--- src/rtl/ee_bist_pkg.sv ---
package ee_bist_pkg;

   typedef enum logic [3:0] {
      MD_IDLE      = 4'd0,
      MD_CORE_RD   = 4'd1,
      MD_LATCH_WR  = 4'd2,
      MD_LATCH_RD  = 4'd3,
      MD_PAGE_PROG = 4'd4,
      MD_BLK_ERASE = 4'd5,
      MD_BLK_WRITE = 4'd6,
      MD_PAR_WRITE = 4'd7
   } arr_mode_e;

   typedef enum logic [2:0] {
      OP_LOAD, OP_LCHK, OP_ERASE, OP_BWR, OP_PWR, OP_CCHK, OP_END
   } op_e;

   typedef enum logic [2:0] {
      PT_ZERO, PT_ONE, PT_A, PT_5, PT_LCB, PT_LCBI, PT_CCB, PT_CCBI
   } pat_e;

   typedef struct packed {
      op_e  op;
      pat_e pat;
      logic odd;
   } step_t;

   localparam int STEP_W = 5;

   function automatic step_t step_at(input logic [STEP_W-1:0] i);
      step_t s;
      s = '{op: OP_END, pat: PT_ZERO, odd: 1'b0};
      case (i)
         5'd0:  s = '{OP_LOAD,  PT_LCB,  1'b0};
         5'd1:  s = '{OP_LCHK,  PT_LCB,  1'b0};
         5'd2:  s = '{OP_LOAD,  PT_LCBI, 1'b0};
         5'd3:  s = '{OP_LCHK,  PT_LCBI, 1'b0};
         5'd4:  s = '{OP_ERASE, PT_ONE,  1'b0};
         5'd5:  s = '{OP_CCHK,  PT_ONE,  1'b0};
         5'd6:  s = '{OP_LOAD,  PT_ZERO, 1'b0};
         5'd7:  s = '{OP_BWR,   PT_ZERO, 1'b0};
         5'd8:  s = '{OP_CCHK,  PT_ZERO, 1'b0};
         5'd9:  s = '{OP_LOAD,  PT_ONE,  1'b0};
         5'd10: s = '{OP_BWR,   PT_ONE,  1'b0};
         5'd11: s = '{OP_CCHK,  PT_ONE,  1'b0};
         5'd12: s = '{OP_LOAD,  PT_A,    1'b0};
         5'd13: s = '{OP_PWR,   PT_A,    1'b1};
         5'd14: s = '{OP_LOAD,  PT_5,    1'b0};
         5'd15: s = '{OP_PWR,   PT_5,    1'b0};
         5'd16: s = '{OP_CCHK,  PT_CCB,  1'b0};
         5'd17: s = '{OP_ERASE, PT_ONE,  1'b0};
         5'd18: s = '{OP_LOAD,  PT_5,    1'b0};
         5'd19: s = '{OP_PWR,   PT_5,    1'b1};
         5'd20: s = '{OP_LOAD,  PT_A,    1'b0};
         5'd21: s = '{OP_PWR,   PT_A,    1'b0};
         5'd22: s = '{OP_CCHK,  PT_CCBI, 1'b0};
         default: s = '{OP_END, PT_ZERO, 1'b0};
      endcase
      return s;
   endfunction

endpackage

--- src/rtl/ee_bist_ctrl.sv ---
module ee_bist_ctrl
   import ee_bist_pkg::*;
#(
   parameter int WORD_W     = 8,
   parameter int PAGE_BYTES = 32,
   parameter int NUM_PAGES  = 256,
   parameter int PROG_WAIT  = 65000,
   parameter int ADDR_W     = 13
) (
   input  logic              clk,
   input  logic              rst_n,
   input  logic              run,
   output logic [3:0]        b_mode,
   output logic [ADDR_W-1:0] b_addr,
   output logic [WORD_W-1:0] b_wdata,
   output logic              b_latch_we,
   output logic              b_hv_en,
   output logic              rd_issue,
   output logic [WORD_W-1:0] rd_exp,
   output logic              seq_end
);
   localparam int WORDS = PAGE_BYTES * NUM_PAGES;
   localparam int LB_W  = $clog2(PAGE_BYTES);
   localparam int PW_W  = $clog2(PROG_WAIT + 1);
   localparam int CNT_W = (ADDR_W > PW_W) ? ADDR_W : PW_W;

   logic [STEP_W-1:0] step_q;
   logic [CNT_W-1:0]  cnt_q;
   logic [CNT_W-1:0]  last_val;
   step_t             cur;
   logic [WORD_W-1:0] pat_a, pat_5, pat_v;
   logic              page_odd, addr_odd;

   genvar g;
   generate
      for (g = 0; g < WORD_W; g++) begin : g_alt
         assign pat_a[g] = g[0];
      end
   endgenerate
   assign pat_5 = ~pat_a;

   assign cur      = step_at(step_q);
   assign page_odd = cnt_q[LB_W];
   assign addr_odd = cnt_q[0];

   always_comb begin
      unique case (cur.op)
         OP_LOAD, OP_LCHK:        last_val = CNT_W'(PAGE_BYTES - 1);
         OP_CCHK:                 last_val = CNT_W'(WORDS - 1);
         OP_ERASE, OP_BWR, OP_PWR: last_val = CNT_W'(PROG_WAIT - 1);
         default:                 last_val = '0;
      endcase
   end

   always_ff @(posedge clk) begin
      if (!rst_n) begin
         step_q <= '0;
         cnt_q  <= '0;
      end else if (run && cur.op != OP_END) begin
         if (cnt_q == last_val) begin
            cnt_q  <= '0;
            step_q <= step_q + 1'b1;
         end else begin
            cnt_q  <= cnt_q + 1'b1;
         end
      end
   end

   always_comb begin
      unique case (cur.pat)
         PT_ZERO: pat_v = '0;
         PT_ONE:  pat_v = '1;
         PT_A:    pat_v = pat_a;
         PT_5:    pat_v = pat_5;
         PT_LCB:  pat_v = addr_odd ? pat_a : pat_5;
         PT_LCBI: pat_v = addr_odd ? pat_5 : pat_a;
         PT_CCB:  pat_v = page_odd ? pat_a : pat_5;
         default: pat_v = page_odd ? pat_5 : pat_a;
      endcase
   end

   always_comb begin
      b_mode     = MD_IDLE;
      b_addr     = '0;
      b_wdata    = '0;
      b_latch_we = 1'b0;
      b_hv_en    = 1'b0;
      rd_issue   = 1'b0;
      rd_exp     = pat_v;
      seq_end    = 1'b0;
      unique case (cur.op)
         OP_LOAD: begin
            b_mode     = MD_LATCH_WR;
            b_addr     = cnt_q[ADDR_W-1:0];
            b_wdata    = pat_v;
            b_latch_we = 1'b1;
         end
         OP_LCHK: begin
            b_mode   = MD_LATCH_RD;
            b_addr   = cnt_q[ADDR_W-1:0];
            rd_issue = run;
         end
         OP_CCHK: begin
            b_mode   = MD_CORE_RD;
            b_addr   = cnt_q[ADDR_W-1:0];
            rd_issue = run;
         end
         OP_ERASE: begin
            b_mode  = MD_BLK_ERASE;
            b_hv_en = 1'b1;
         end
         OP_BWR: begin
            b_mode  = MD_BLK_WRITE;
            b_hv_en = 1'b1;
         end
         OP_PWR: begin
            b_mode  = MD_PAR_WRITE;
            b_addr  = ADDR_W'(cur.odd);
            b_hv_en = 1'b1;
         end
         default: seq_end = 1'b1;
      endcase
   end
endmodule

--- src/rtl/ee_bist_cmp.sv ---
module ee_bist_cmp #(
   parameter int WORD_W = 8
) (
   input  logic              clk,
   input  logic              rst_n,
   input  logic              issue,
   input  logic [WORD_W-1:0] exp_in,
   input  logic [WORD_W-1:0] rdata,
   output logic              busy,
   output logic              good
);
   logic              valid_q;
   logic [WORD_W-1:0] exp_q;
   logic              good_q;

   always_ff @(posedge clk) begin
      if (!rst_n) begin
         valid_q <= 1'b0;
         exp_q   <= '0;
         good_q  <= 1'b1;
      end else begin
         valid_q <= issue;
         exp_q   <= exp_in;
         if (valid_q && rdata != exp_q) good_q <= 1'b0;
      end
   end

   assign busy = valid_q;
   assign good = good_q;
endmodule

--- src/rtl/ee_bist_port_mux.sv ---
module ee_bist_port_mux #(
   parameter int W = 8
) (
   input  logic         sel_test,
   input  logic [W-1:0] func_in,
   input  logic [W-1:0] test_in,
   output logic [W-1:0] y
);
   assign y = sel_test ? test_in : func_in;
endmodule

--- src/rtl/ee_bist_seq.sv ---
module ee_bist_seq
   import ee_bist_pkg::*;
#(
   parameter int WORD_W     = 8,
   parameter int PAGE_BYTES = 32,
   parameter int NUM_PAGES  = 256,
   parameter int PROG_WAIT  = 65000,
   localparam int ADDR_W    = $clog2(PAGE_BYTES * NUM_PAGES)
) (
   input  logic              clk,
   input  logic              rst_n,
   input  logic              test_mode,
   input  logic [3:0]        sys_mode,
   input  logic [ADDR_W-1:0] sys_addr,
   input  logic [WORD_W-1:0] sys_wdata,
   input  logic              sys_latch_we,
   input  logic              sys_hv_en,
   input  logic [WORD_W-1:0] arr_rdata,
   output logic [3:0]        arr_mode,
   output logic [ADDR_W-1:0] arr_addr,
   output logic [WORD_W-1:0] arr_wdata,
   output logic              arr_latch_we,
   output logic              arr_hv_en,
   output logic              done,
   output logic              good
);
   localparam int BUS_W = 4 + ADDR_W + WORD_W + 2;

   generate
      if ((PAGE_BYTES & (PAGE_BYTES - 1)) != 0 || PAGE_BYTES < 2)
         $error("PAGE_BYTES must be a power of two of at least 2");
      if ((NUM_PAGES & (NUM_PAGES - 1)) != 0 || NUM_PAGES < 2)
         $error("NUM_PAGES must be a power of two of at least 2");
      if (WORD_W < 2 || (WORD_W % 2) != 0)
         $error("WORD_W must be even");
      if (PROG_WAIT < 1)
         $error("PROG_WAIT must be positive");
   endgenerate

   logic [3:0]        b_mode;
   logic [ADDR_W-1:0] b_addr;
   logic [WORD_W-1:0] b_wdata;
   logic              b_latch_we, b_hv_en, rd_issue, seq_end, cmp_busy;
   logic [WORD_W-1:0] rd_exp;
   logic [BUS_W-1:0]  bus_y;

   ee_bist_ctrl #(
      .WORD_W(WORD_W), .PAGE_BYTES(PAGE_BYTES), .NUM_PAGES(NUM_PAGES),
      .PROG_WAIT(PROG_WAIT), .ADDR_W(ADDR_W)
   ) u_ctrl (
      .clk(clk), .rst_n(rst_n), .run(test_mode),
      .b_mode(b_mode), .b_addr(b_addr), .b_wdata(b_wdata),
      .b_latch_we(b_latch_we), .b_hv_en(b_hv_en),
      .rd_issue(rd_issue), .rd_exp(rd_exp), .seq_end(seq_end)
   );

   ee_bist_cmp #(.WORD_W(WORD_W)) u_cmp (
      .clk(clk), .rst_n(rst_n), .issue(rd_issue), .exp_in(rd_exp),
      .rdata(arr_rdata), .busy(cmp_busy), .good(good)
   );

   ee_bist_port_mux #(.W(BUS_W)) u_mux (
      .sel_test(test_mode),
      .func_in({sys_mode, sys_addr, sys_wdata, sys_latch_we, sys_hv_en}),
      .test_in({b_mode, b_addr, b_wdata, b_latch_we, b_hv_en}),
      .y(bus_y)
   );

   assign {arr_mode, arr_addr, arr_wdata, arr_latch_we, arr_hv_en} = bus_y;
   assign done = seq_end && !cmp_busy;
endmodule

--- config.mk ---
export PLATFORM = sky130hd
export DESIGN_NAME = ee_bist_seq
export DESIGN_NICKNAME = d
export VERILOG_FILES = /design/src/rtl/ee_bist_pkg.sv /design/src/rtl/ee_bist_ctrl.sv /design/src/rtl/ee_bist_cmp.sv /design/src/rtl/ee_bist_port_mux.sv /design/src/rtl/ee_bist_seq.sv
export SDC_FILE = /design/constraint.sdc
export NUM_CORES = 1
export LEC_CHECK = 0
export ABC_AREA = 1
export BUFFER_PORTS_ARGS = -buffer_cell sky130_fd_sc_hd__buf_2
export CAP_MARGIN = 25
export CORE_ASPECT_RATIO = 1.75
export CORE_MARGIN = 4
export CORE_UTILIZATION = 34
export DETAILED_ROUTE_END_ITERATION = 10
export GPL_TIMING_DRIVEN = 0
export SETUP_SLACK_MARGIN = 0.4
export SLEW_MARGIN = 20
export SYNTH_ARGS = -nofsm -noshare
export SYNTH_HDL_FRONTEND = slang
export SYNTH_HIERARCHICAL = 1
export SYNTH_SLANG_ARGS = --single-unit
--- constraint.sdc ---
create_clock -name clk -period 4.9 [get_ports clk]
set_input_delay 0.49 -clock clk [delete_from_list [all_inputs] [get_ports clk]]
set_output_delay 0.49 -clock clk [all_outputs]
set_load 0.02 [all_outputs]
Yosys cells after proc, flatten, opt, wreduce, memory -nomap -nowiden:

Memory sizes are Yosys's and may differ from the RTL's. A register that Yosys moved wholly into a read port is not among the register bits.
Index checks and enable logic that the tools add are counted.

* bits of input ports: 38
* output and inout port bits: 29
* memories kept: 1
* word-level logic and storage cells: 51
* bits in read-only memories: 224
* register bits: 31

Memory list
* (name not given): words 32, bits a word 7, read ports 1, clocked after Yosys merged registers in 1, write ports 0, line ee_bist_pkg.sv:33 `case (i)`

* reductions and logical operators: 13
* $add $sub $neg: 2
* equality and inequality tests: 14
* muxes and demuxes: 16

Operators by type and width (number)
* 8-bit one-hot mux with 7 select lines: 1
* 16-bit one-hot mux with 3 select lines: 1
* 8-bit two-way mux: 5
* 27-bit two-way mux: 1
* 13-bit one-hot mux with 2 select lines: 1
* 3-bit one-hot mux with 6 select lines: 1
* 16-bit by 1-bit adder with 16-bit output (second input constant): 1
* 16-bit equality test: 1
* 16-bit two-way mux: 1
* 3-bit equality test (second input constant): 5
* 3-bit by 2-bit equality test with 1-bit output (second input constant): 4
* 5-bit two-way mux: 2
* 8-bit != test: 1
* 3-bit by 1-bit equality test with 1-bit output (second input constant): 2
* 3-bit logical NOT: 2
* 3-bit OR reduction: 2
* 6-bit OR reduction: 1
* 5-bit by 1-bit adder with 5-bit output (second input constant): 1
* 2-bit AND reduction: 2
* 2-bit OR reduction: 2
* 1-bit logical AND: 3
* 1-bit two-way mux: 3
* 3-bit != test (second input constant): 1
* 1-bit logical NOT: 1

Longest topological paths before layout:

Gate-level depths: netlist (run 1).

* word-level depth: 7
* depth in mapped cells: 20
* mapped depth without buffers: 20

By module:

Netlist (run 1), hierarchy kept.

By module, submodules not included
* ee_bist_ctrl: area an instance 2049.5 sq um, instances 1, cells each 321, sequential area each 560.5 sq um
* ee_bist_cmp: area an instance 420.4 sq um, instances 1, cells each 63, sequential area each 200.2 sq um
* ee_bist_port_mux: area an instance 384.1 sq um, instances 1, cells each 87, sequential area each 0.0 sq um
* ee_bist_seq: area an instance 10.0 sq um, instances 1, cells each 2, sequential area each 0.0 sq um

Worst setup path before layout (run 1):

OpenSTA, ideal clock, no wires.

* kind: flip-flop to flip-flop
* start: reg, netlist name u_ctrl/cur[6]
* end: reg, netlist name u_ctrl/cur[6]
* clock period less this slack: 2.171 ns
* stages on the path, launching flop included: 18
* slack: 2.729 ns
* arrival time: 2.057 ns
* path buffers: 1
* data required time: 4.786 ns
* setup time: 0.114 ns
* cell sequence: dfxtp_1 -> buf_4 -> nand3_1 -> nand2_2 -> inv_2 -> nand2_1 -> nor2_2 -> nand2_2 -> nor2_4 -> nor2_1 -> nor2_2 -> inv_1 -> ha_1 -> inv_1 -> nand2_2 -> nand3_1 -> nand3_1 -> nand2_1

* longest elaborated chain between the ends: 7
* elaborated cells between the ends (all ways): 15
* those cells by class: eq/ne: 7; mux: 3; reduce/logical: 5

Ends and longest elaborated chain
* 3-bit by 2-bit equality test with 1-bit output, or another cell as far along: line ee_bist_ctrl.sv:47 `unique case (cur.op)`
* 3-bit OR reduction (no line) / 2-bit OR reduction (equally long branches)
* 16-bit one-hot mux with 3 select lines: line ee_bist_ctrl.sv:47
* 16-bit equality test: line ee_bist_ctrl.sv:60 `if (cnt_q == last_val) begin`
* 2-bit AND reduction (no line) (*)
* 5-bit two-way mux (no line) (*) (2 in a row)

Mark *: on every way between the ends. The rest lies on a longest branch, timed or not.
A chain may end at the register's enable or synchronous reset.

Final worst setup path (run 1):

* start: reg, netlist name u_ctrl/cur[4]
* end: reg, netlist name u_ctrl/cur[6]

* longest elaborated chain between the ends: 7
* elaborated cells between the ends (all ways): 15
* those cells by class: eq/ne: 7; mux: 3; reduce/logical: 5

Ends and longest elaborated chain (line)
* 3-bit by 2-bit equality test with 1-bit output, or another cell as far along: ee_bist_ctrl.sv:47
* 3-bit OR reduction (no line) / 2-bit OR reduction (equally long branches)
* 16-bit one-hot mux with 3 select lines: ee_bist_ctrl.sv:47
* 16-bit equality test: ee_bist_ctrl.sv:60
* 2-bit AND reduction (no line) (*)
* 5-bit two-way mux (no line) (*) (2 in a row)

Marks and branches as above.

==> flow_summary.toml, run 1 <==
[layout]
final_cell_mix = "nand2_1, buf_2, inv_1, nor2_1, dfxtp_1"
areaGrowthSynthToFinish_pct = 20.5
final_common_cell = "nand2_1"
finalInstanceArea_um2 = 3450
layoutNonFillerInstCount = 638
drive_above_1_share_pct = 24.7
diodes = 0
fin_nets = 591
nFillCells = 913

[logic_synthesis]
synth_top_area_cell = "dfxtp_1"
netlist_top_cells_area = "dfxtp_1, nand2_1, inv_1, nor2_1, nand3_1"
synth_nets = 519
synth_cell_type_count = 37
synth_cells = 473
ys_ff_latch = 38
synth_top_area_share_pct = 26.6
synthesis.area_um2 = 2860
ys_warn_count = 6
ys_seq_area_share_pct = 26.6
syn_avg_cell_area_um2 = 6.05

[detailed_routing]
wl_per_cell_um = 10.8
ant_nets = 0
totalWireLength_mm = 6.92
drt_iter0_drc = 116
drtPass1Iterations = 4
route.detailed.drc = 0
via_per_inst = 4.55
route.vias.total = 2901

[setup_path]
startpoint = "u_ctrl/cur[4]"
cp_max_fo = 9
crit_type = "flop to flop"
critPathRequiredTime_ns = 5.08
rr_startpoint = "u_ctrl/cur[4]"
ff2ff_path_depth = 17
cp-endpoint = "u_ctrl/cur[6]"
cp.arrival_ns = 2.73
r2r_end = "u_ctrl/cur[6]"
endpoint_kind = "flop"
start_kind = "flop"
r2r_slack_ns = 2.35

[status]
outcome = "finished, final reports clean"

[placed_design]
routabilityCongestion = 0.868
placed_cells = 630
dpl_cell_area_um2 = 3300
portBuffers = 65
dpl.hpwl_mm = 5.85

[die]
coreArea_um2 = 8260
num_rows = 44
die_y_um = 129
die_x_um = 77.4
die-area_um2 = 10000
io_pins = 67
start_util_pct = 34.7

[sta]
whs_ns = 0.451
period_needed_ns = 2.55
max_freq_ghz = 0.392
rsz0062_at_grt = "no"
finalCritPeriodShare_pct = 52.1
finalSetupTns_ns = 0
skew_ns = 0.00206
drv_slew = 0
final_hold_viol_count = 0
setup_violations = 0

[grt]
antenna_found_initial = 0
grt_pass1_vias = 2688
grt_max_degree = 12
grt_overflow = 0
grt.total_usage_pct = 14.6
grt_pass1_wl_mm = 11.7

[cts]
cts_tree = "yes"
holdBufCountCts = 0
clkTransAtPathRegs_ns = 0.05
cts.path.max_buffers = 2
postCtsResizedCells = 0
cts_buffers = 5
htreeDepth = 2
cts_sinks = 38
worstSkewPairLatency_ns = 0.28
root_buffer = "clkbuf_16"
postCtsSetupRepairBufs = 0

[pwr]
p_leak_uw = 0.00187
power.density_nw_per_um2 = 221
vdd_drop_max_v = 0.000123

[run]
drv_cap = 0

[hold_path]
min_path_type = "flop to flop"
==> where the power goes <==
| group | switching, uW | leakage (uW) | total [uW] | internal (uW) |
|---|---|---|---|---|
| sequential | 4.35 | 0.000309 | 319 | 315 |
| combinational | 69.0 | 0.00149 | 121 | 52.4 |
| clock | 121 | 0.0000739 | 322 | 202 |
| total | 194 | 0.00187 | 763 | 569 |
==> stage by stage <==
stage               util [%]  setup slack (ns)  total power [uW]
CTS                     41.8              2.33               775
global route            41.8              2.06               803
detailed placement      40.0              2.33               449
floorplan                  -              2.73               407
global placement        40.0              2.33               448
finish                  41.8              2.35               763
==> worst min-delay path by stage <==
stage / startpoint / end / slack (ns) / depth (start not counted)
floorplan: u_cmp/busy / u_cmp/good / 0.46 / 3
global placement: u_cmp/good / u_cmp/good / 0.43 / 2
detailed placement: u_cmp/good / u_cmp/good / 0.44 / 2
CTS: u_cmp/good / u_cmp/good / 0.46 / 2
global route: rst_n / u_cmp/good / 0.49 / 2
finish: u_cmp/good / u_cmp/good / 0.45 / 2
==> critical path: stages, from the launching register on <==
cell	delay, ns
dfxtp_1	0.45
inv_2	0.08
nand3_1	0.08
nand2_2	0.12
inv_2	0.10
nand2_1	0.06
nor2_2	0.10
nand2_2	0.08
nor2_4	0.22
nor2_1	0.10
nor2_2	0.31
inv_1	0.13
ha_1	0.30
inv_1	0.05
nand2_2	0.06
nand3_1	0.08
nand3_1	0.08
nand2_1	0.05
==> flip-flops by register name (all words and copies together), names as in the netlist <==
name,flops
u_ctrl/cur,7
u_cmp/exp_q,8
u_ctrl/cnt_q,16
u_cmp/busy,1
u_cmp/good,1
u_ctrl/step_q,5
==> cells in the mapped netlist <==
| master | instances |
|---|---|
| clkbuf_1 | 2 |
| conb_1 | 1 |
| a211oi_1 | 2 |
| ha_1 | 8 |
| nor2_1 | 47 |
| o31ai_1 | 2 |
| o21a_1 | 2 |
| buf_8 | 1 |
| buf_6 | 4 |
| a31oi_1 | 1 |
| buf_4 | 16 |
| or2_1 | 1 |
| xor2_1 | 3 |
| o21bai_1 | 1 |
| nand4_1 | 5 |
| nand2_1 | 181 |
| o21ai_2 | 1 |
| nor3_2 | 2 |
| nor3_1 | 5 |
| dfxtp_1 | 38 |
| xnor2_1 | 4 |
| nand3_1 | 26 |
| nand2_4 | 2 |
| nor2_2 | 7 |
| nor2_4 | 3 |
| o21ai_1 | 3 |
| nand3_2 | 6 |
| nand2_2 | 11 |
| buf_2 | 2 |
| inv_2 | 7 |
| nor4_1 | 2 |
| o21ai_0 | 4 |
| inv_1 | 61 |
| o41ai_1 | 1 |
| o211ai_1 | 1 |
| inv_8 | 1 |
| a21oi_1 | 9 |
==> cells by family after synthesis <==
family,share of synthesized area (%)
simple gates,45.7
other cells,0.131
xor+xnor,2.14
fa+ha+maj,3.50
flops,26.6
compound gates,5.72
buf+inv,16.2
==> metal layers <==
| metal | share of wire, % | track usage, % | wire (um) | up-vias |
|---|---|---|---|---|
| li1 | - | - | - | 1573 |
| met1 | 37 | 14.2 | 2560 | 1259 |
| met2 | 57 | 29.4 | 3970 | 59 |
| met3 | 3.7 | 2.43 | 256 | 10 |
| met4 | 1.9 | 6.18 | 132 | 0 |
| met5 | 0 | 0 | 0 | - |
==> cell type report <==
class                      instances  area, um^2  area share (%)
clock inverter                     1        5.00           0.145
tap                               92         115            3.33
timing repair buffer              65         325            9.42
buffer                            25         198            5.73
inverter                          69         267            7.72
multi-input combinational        341        1640            47.5
sequential                        38         761            22.0
clock buffer                       7         143            4.13
Power figures use the tool's default switching activity.
==> run 2, diff against run 1 <==
- clock period: 4.9 -> 2.39 ns (I/O delays scaled with it)
==> run 2 against run 1 <==
Net effect: core utilization increased by 7.0 points; global-route usage increased by 1.1 points; hold slack got worse by 0.22 ns; die area unchanged; via count increased by 7.1%; count of clock-buffer cells in the layout decreased by 1; sequential share of layout area decreased by 2.5 points; register-to-register slack got worse by 2.1 ns; routed wire length increased by 15%; final cell count increased by 4.2%; sequential power increased by 100%.
==> flow_summary.toml, run 2 (same netlist as run 1, synthesis figures left out) <==
[detailed_routing]
totalWireLength_mm = 7.93
wl_per_cell_um = 11.9
drt_iter0_drc = 136
ant_nets = 0
drtPass1Iterations = 4
route.vias.total = 3107
via_per_inst = 4.67
route.detailed.drc = 0

[setup_path]
r2r_slack_ns = 0.25
cp_max_fo = 7
critPathRequiredTime_ns = 2.56
start_kind = "flop"
crit_type = "flop to flop"
ff2ff_path_depth = 14
cpMostUsedCell = "nand3_2"
cp.arrival_ns = 2.31
cpPeakStageDelay_ns = 0.40
r2r_end = "u_ctrl/cur[1]"
slowest_stage = "dfxtp_1"
rr_startpoint = "u_ctrl/cnt_q[11]"
critical_path.cell_chain = "nand2_1 -> nor2_1 -> nand3_1 -> nand2_1 -> nand3_2 -> nor2_4 -> buf_6 -> nand3_2 -> nand2_2 -> nand2_2 -> nor2_4 -> nand3_2 -> nand3_2 -> nand2_1"
endpoint_kind = "flop"

[sta]
period_needed_ns = 2.14
relSlewSlack_pct = 63.4
finalCritPeriodShare_pct = 89.6
final_hold_viol_count = 0
skew_ns = 0.00253
tightest_slew_ns = 0.546
rsz0062_at_grt = "yes"
drv_slew = 0
setup_ws_ns = 0.248
setup_violations = 0
max_freq_ghz = 0.467

[cts]
worstSkewPairLatency_ns = 0.28
htreeDepth = 2
cts_buffers = 5
holdBufCountCts = 0
cts.path.max_buffers = 2
cts_sinks = 38
root_buffer = "clkbuf_16"
clkTransAtPathRegs_ns = 0.05
cts_tree = "yes"

[die]
die_y_um = 129
coreArea_um2 = 8260
num_rows = 44
die-area_um2 = 10000
die_x_um = 77.4
io_pins = 67
start_util_pct = 34.7

[grt]
grt_overflow = 0
grt.total_usage_pct = 15.6
grt_pass1_wl_mm = 12.6
grt_pass1_vias = 2911
grt_max_degree = 11
antenna_found_initial = 0

[pwr]
power.switching_uw = 404
swShare_pct = 25.6
power.density_nw_per_um2 = 392
seqPwrFrac_pct = 41.2
intPower_uw = 1180
comb_power_share_pct = 18.2
vdd_drop_max_v = 0.000247
clock_power_share_pct = 40.6
p_leak_uw = 0.00209

[layout]
nFillCells = 827
final_cell_mix = "nand2_1, buf_2, inv_1, nor2_1, buf_4"
final_common_cell = "nand2_1"
diodes = 0
drive_above_1_share_pct = 38.4
fin_nets = 620
largest_register_ffs = 16
top_register = "u_ctrl/cnt_q"
finalInstanceArea_um2 = 4030
areaGrowthSynthToFinish_pct = 40.7

[placed_design]
routabilityCongestion = 0.874
dpl_cell_area_um2 = 3330
dpl.hpwl_mm = 5.79
preCtsSetupSlack_ns = -0.000526
portBuffers = 65

[hold_path]
min_path_type = "primary input to flop"
min_to = "u_cmp/good"
hold_depth = 2
min_from = "rst_n"

[run]
drv_cap = 0

[status]
outcome = "finished, final reports clean"
## run 2: changes by cell type in the layout (fill, tap and decap cells not counted), moves of 4 or more
cell,before,now
buf_2,67,62
buf_4,16,40
buf_6,4,13
dfxtp_1,38,30
dfxtp_4,0,6
inv_1,61,54
inv_4,0,4
nand2_1,181,164
nand2_2,11,25
nand3_1,26,18
nand3_2,6,12
nor2_1,47,42
nor2_4,3,9
## run 2: stage by stage
step / hold slack [ns] / setup TNS [ns] / cells / power, uW / utilization [%]
4_1_cts: 0.222 / 0 / 648 / 1600 / 45.8
5_1_grt: 0.235 / 0 / 665 / 1660 / 48.8
3_5_place_dp: 0.434 / -0.000526 / 630 / 921 / 40.3
2_1_floorplan: 0.428 / 0 / 473 / 834 / -
6_report: 0.230 / 0 / 665 / 1580 / 48.8
3_3_place_gp: 0.431 / 0 / 630 / 918 / 40.3
## run 2: metal layers
metal  vias to the layer above  global-route usage (%)  routed length [um]
met4                         0                    8.07                 255
met2                        81                    31.5                4600
met1                      1370                    14.7                2800
met3                        21                    2.50                 277
li1                       1635                       -                   -
met5                         -                       0                   0
## run 2: critical path: cells and delay by family, from the launching register on
kind,cells,cell delay [ns]
DFF,1,0.40
and+or+nand+nor,13,1.46
buffers and inverters,1,0.15
## run 2: what timing repair did
item,4_1_cts,5_1_grt
gates resized for setup,63,36
pin swaps,16,23
setup buffers,12,15
gates cloned,0,2
endpoints found under the setup margin,29,33
## run 2: cell type report
cell class                 count  area [um^2]  area share, %
buffer                        25          229           5.68
clock buffer                   6          139           3.45
inverter                      69          277           6.86
multi-input combinational    342         1910           47.4
sequential                    38          786           19.5
tap                           92          115           2.86
timing repair buffer          93          573           14.2
## run 2: worst max-delay path by stage
stage                     startpoint            end  slack, ns  cells after the start
detailed placement     u_ctrl/cur[4]  u_ctrl/cur[6]    -0.0005                     17
global route           u_ctrl/cur[6]  u_ctrl/cur[1]       0.08                     17
CTS                    u_ctrl/cur[6]  u_ctrl/cur[6]       0.29                     18
finish              u_ctrl/cnt_q[11]  u_ctrl/cur[1]       0.25                     14
global placement       u_ctrl/cur[4]  u_ctrl/cur[6]      0.006                     17
floorplan              u_ctrl/cur[6]  u_ctrl/cur[6]       0.37                     18
## run 2: power groups by stage
stage | registers (uW) | clock network (uW) | logic (uW)
after global placement | 668 | 0 | 249
after floorplan | 667 | 0 | 168
after global routing | 652 | 688 | 319
after CTS | 653 | 666 | 278
after detailed placement | 669 | 0 | 252
final | 651 | 643 | 288
==> run 3, diff against run 2 <==
--- a/config.mk
+++ b/config.mk
@@ -7,5 +7,4 @@
 export LEC_CHECK = 0
 export ABC_AREA = 1
-export BUFFER_PORTS_ARGS = -buffer_cell sky130_fd_sc_hd__buf_2
 export CAP_MARGIN = 25
 export CORE_ASPECT_RATIO = 1.75
@@ -13,4 +12,5 @@
 export CORE_UTILIZATION = 34
 export DETAILED_ROUTE_END_ITERATION = 10
+export DONT_BUFFER_PORTS = 1
 export GPL_TIMING_DRIVEN = 0
 export SETUP_SLACK_MARGIN = 0.4
==> constraint.sdc (replaced) <==
create_clock -name clk -period 2.39 [get_ports clk]
set_input_delay 0.478 -clock clk [delete_from_list [all_inputs] [get_ports clk]]
set_output_delay 0.478 -clock clk [all_outputs]
set_load 0.02 [all_outputs]
==> run 3 against run 2 <==
Net effect: combinational power shrank 20%; sequential share of layout area grew 1.1 points; die area did not move; sequential cell count is the same; register-to-register slack better by 0.02 ns.
==> flow_summary.toml, run 3 (same netlist as run 1, synthesis figures left out) <==
[status]
outcome = "finished, final reports clean"

[sta]
finalCritPeriodShare_pct = 90.0
finalSetupTns_ns = 0
drv_slew = 0
period_needed_ns = 2.15
final_hold_viol_count = 0
skew_ns = 0.00334
max_freq_ghz = 0.465
setup_violations = 0
rsz0062_at_grt = "yes"

[setup_path]
crit_type = "flop to output pin"
r2r_end = "u_ctrl/cur[1]"
slowest_stage = "dfxtp_4"
r2r_slack_ns = 0.27
endpoint_kind = "output pin"
critPathRequiredTime_ns = 1.91
cpPeakStageDelay_ns = 0.36
start_kind = "flop"
crit_cells = 8
critical_path.cell_chain = "inv_2 -> o41ai_4 -> nor4_2 -> a21oi_1 -> buf_4 -> buf_6 -> nand2_4 -> nand2_4"
cp-endpoint = "arr_wdata[5]"
cp_max_fo = 5
ff2ff_path_depth = 17
crit_buf_inv = 3
cp.arrival_ns = 1.67
rr_startpoint = "u_ctrl/cur[6]"
path_delay_family = "compound AO/OA/AOI/OAI gates"
cpMostUsedCell = "nand2_4"
startpoint = "u_ctrl/cur[3]"

[pwr]
power.switching_uw = 395
swShare_pct = 25.7
comb_power_share_pct = 15.0
vdd_drop_max_v = 0.000305
power.density_nw_per_um2 = 402
seqPwrFrac_pct = 42.3
clock_power_share_pct = 42.7
intPower_uw = 1140
p_leak_uw = 0.00182

[hold_path]
min_path_type = "primary input to flop"

[grt]
grt_max_degree = 12
antenna_found_initial = 0
grt_overflow = 0
grt_pass1_vias = 2568
grt.total_usage_pct = 14.3
grt_pass1_wl_mm = 11.3

[cts]
cts_tree = "yes"
cts_buffers = 5
cts_sinks = 38
htreeDepth = 2
worstSkewPairLatency_ns = 0.28
root_buffer = "clkbuf_16"
cts.path.max_buffers = 2
clkTransAtPathRegs_ns = 0.05
holdBufCountCts = 0

[die]
start_util_pct = 34.7
num_rows = 44
coreArea_um2 = 8260
die-area_um2 = 10000
die_x_um = 77.4
io_pins = 67
die_y_um = 129

[detailed_routing]
wl_per_cell_um = 12.7
route.vias.total = 2859
drtPass1Iterations = 4
ant_nets = 0
drt_iter0_drc = 153
route.detailed.drc = 0
totalWireLength_mm = 7.55
via_per_inst = 4.80

[layout]
fin_nets = 549
nFillCells = 813
areaGrowthSynthToFinish_pct = 33.6
final_cell_mix = "nand2_1, inv_1, nor2_1, nand2_2, buf_4"
fin_util_pct = 46.3
final_common_cell = "nand2_1"
diodes = 0
regArea_um2 = 787
top_register = "u_ctrl/cnt_q"
multi_input_comb_area_um2 = 2040
largest_register_ffs = 16
drive_above_1_share_pct = 35.9

[run]
drv_cap = 0

[placed_design]
portBuffers = 0
dpl.hpwl_mm = 5.58
routabilityCongestion = 0.866
[run 3: changes by cell type in the layout (fill, tap and decap cells not counted), moves of 5 or more]
cell	previous run	this run
buf_2	62	2
nand2_1	164	149
buf_4	40	30
nor2_1	42	33
nand2_2	25	33
nor2_2	6	13
nand2_4	4	9
[run 3: layer usage]
metal,GRT usage [%],up-vias,wire length (um)
li1,-,1489,-
met2,28.6,79,4310
met4,8.60,0,250
met1,12.8,1274,2650
met3,2.92,17,336
met5,0,-,0
[run 3: power groups by stage]
stage	Clock [uW]	Sequential [uW]	Combinational, uW
after global routing	698	653	251
final	656	651	230
after floorplan	0	667	168
after global placement	0	669	191
after CTS	675	652	225
after detailed placement	0	669	194
[run 3: worst min-delay path by stage]
stage,startpoint,to,slack (ns),cells past startpoint
global placement,u_cmp/busy,u_cmp/good,0.47,3
floorplan,u_cmp/busy,u_cmp/good,0.46,3
finish,test_mode,u_cmp/busy,0.41,4
CTS,test_mode,u_cmp/busy,0.41,4
detailed placement,u_cmp/busy,u_cmp/good,0.48,3
global route,test_mode,u_cmp/busy,0.44,4
[run 3: layout make-up]
cell class                 count  area share, %
timing repair buffer          23           5.23
sequential                    38           20.6
tap                           92           3.01
buffer                        25           6.64
clock inverter                 1          0.131
inverter                      69           7.36
multi-input combinational    341           53.3
clock buffer                   7           3.73
[run 3: worst register-to-register path, delay by kind of cell, from the launching register on]
kind	cells	cell delay, ns
buf+inv	3	0.35
simple gates	14	1.33
flops	1	0.33
[run 3: metrics by stage]
step / std cells / area (um^2) / total power, uW / worst slack, ns / hold slack [ns]
after floorplan: 473 / 2890 / 834 / 0.369 / 0.458
after detailed placement: 565 / 3000 / 863 / 0.0125 / 0.484
after global routing: 596 / 3820 / 1600 / 0.0830 / 0.435
after global placement: 565 / 3000 / 860 / 0.0196 / 0.473
after CTS: 585 / 3560 / 1550 / 0.243 / 0.406
final: 596 / 3820 / 1540 / 0.240 / 0.415
[run 3: what timing repair did]
| action | in CTS | in global routing |
|---|---|---|
| cloned | 0 | 1 |
| pin swaps | 26 | 32 |
| buffers inserted | 12 | 10 |
| endpoints found under the setup margin | 37 | 36 |
| resized for setup | 95 | 40 |
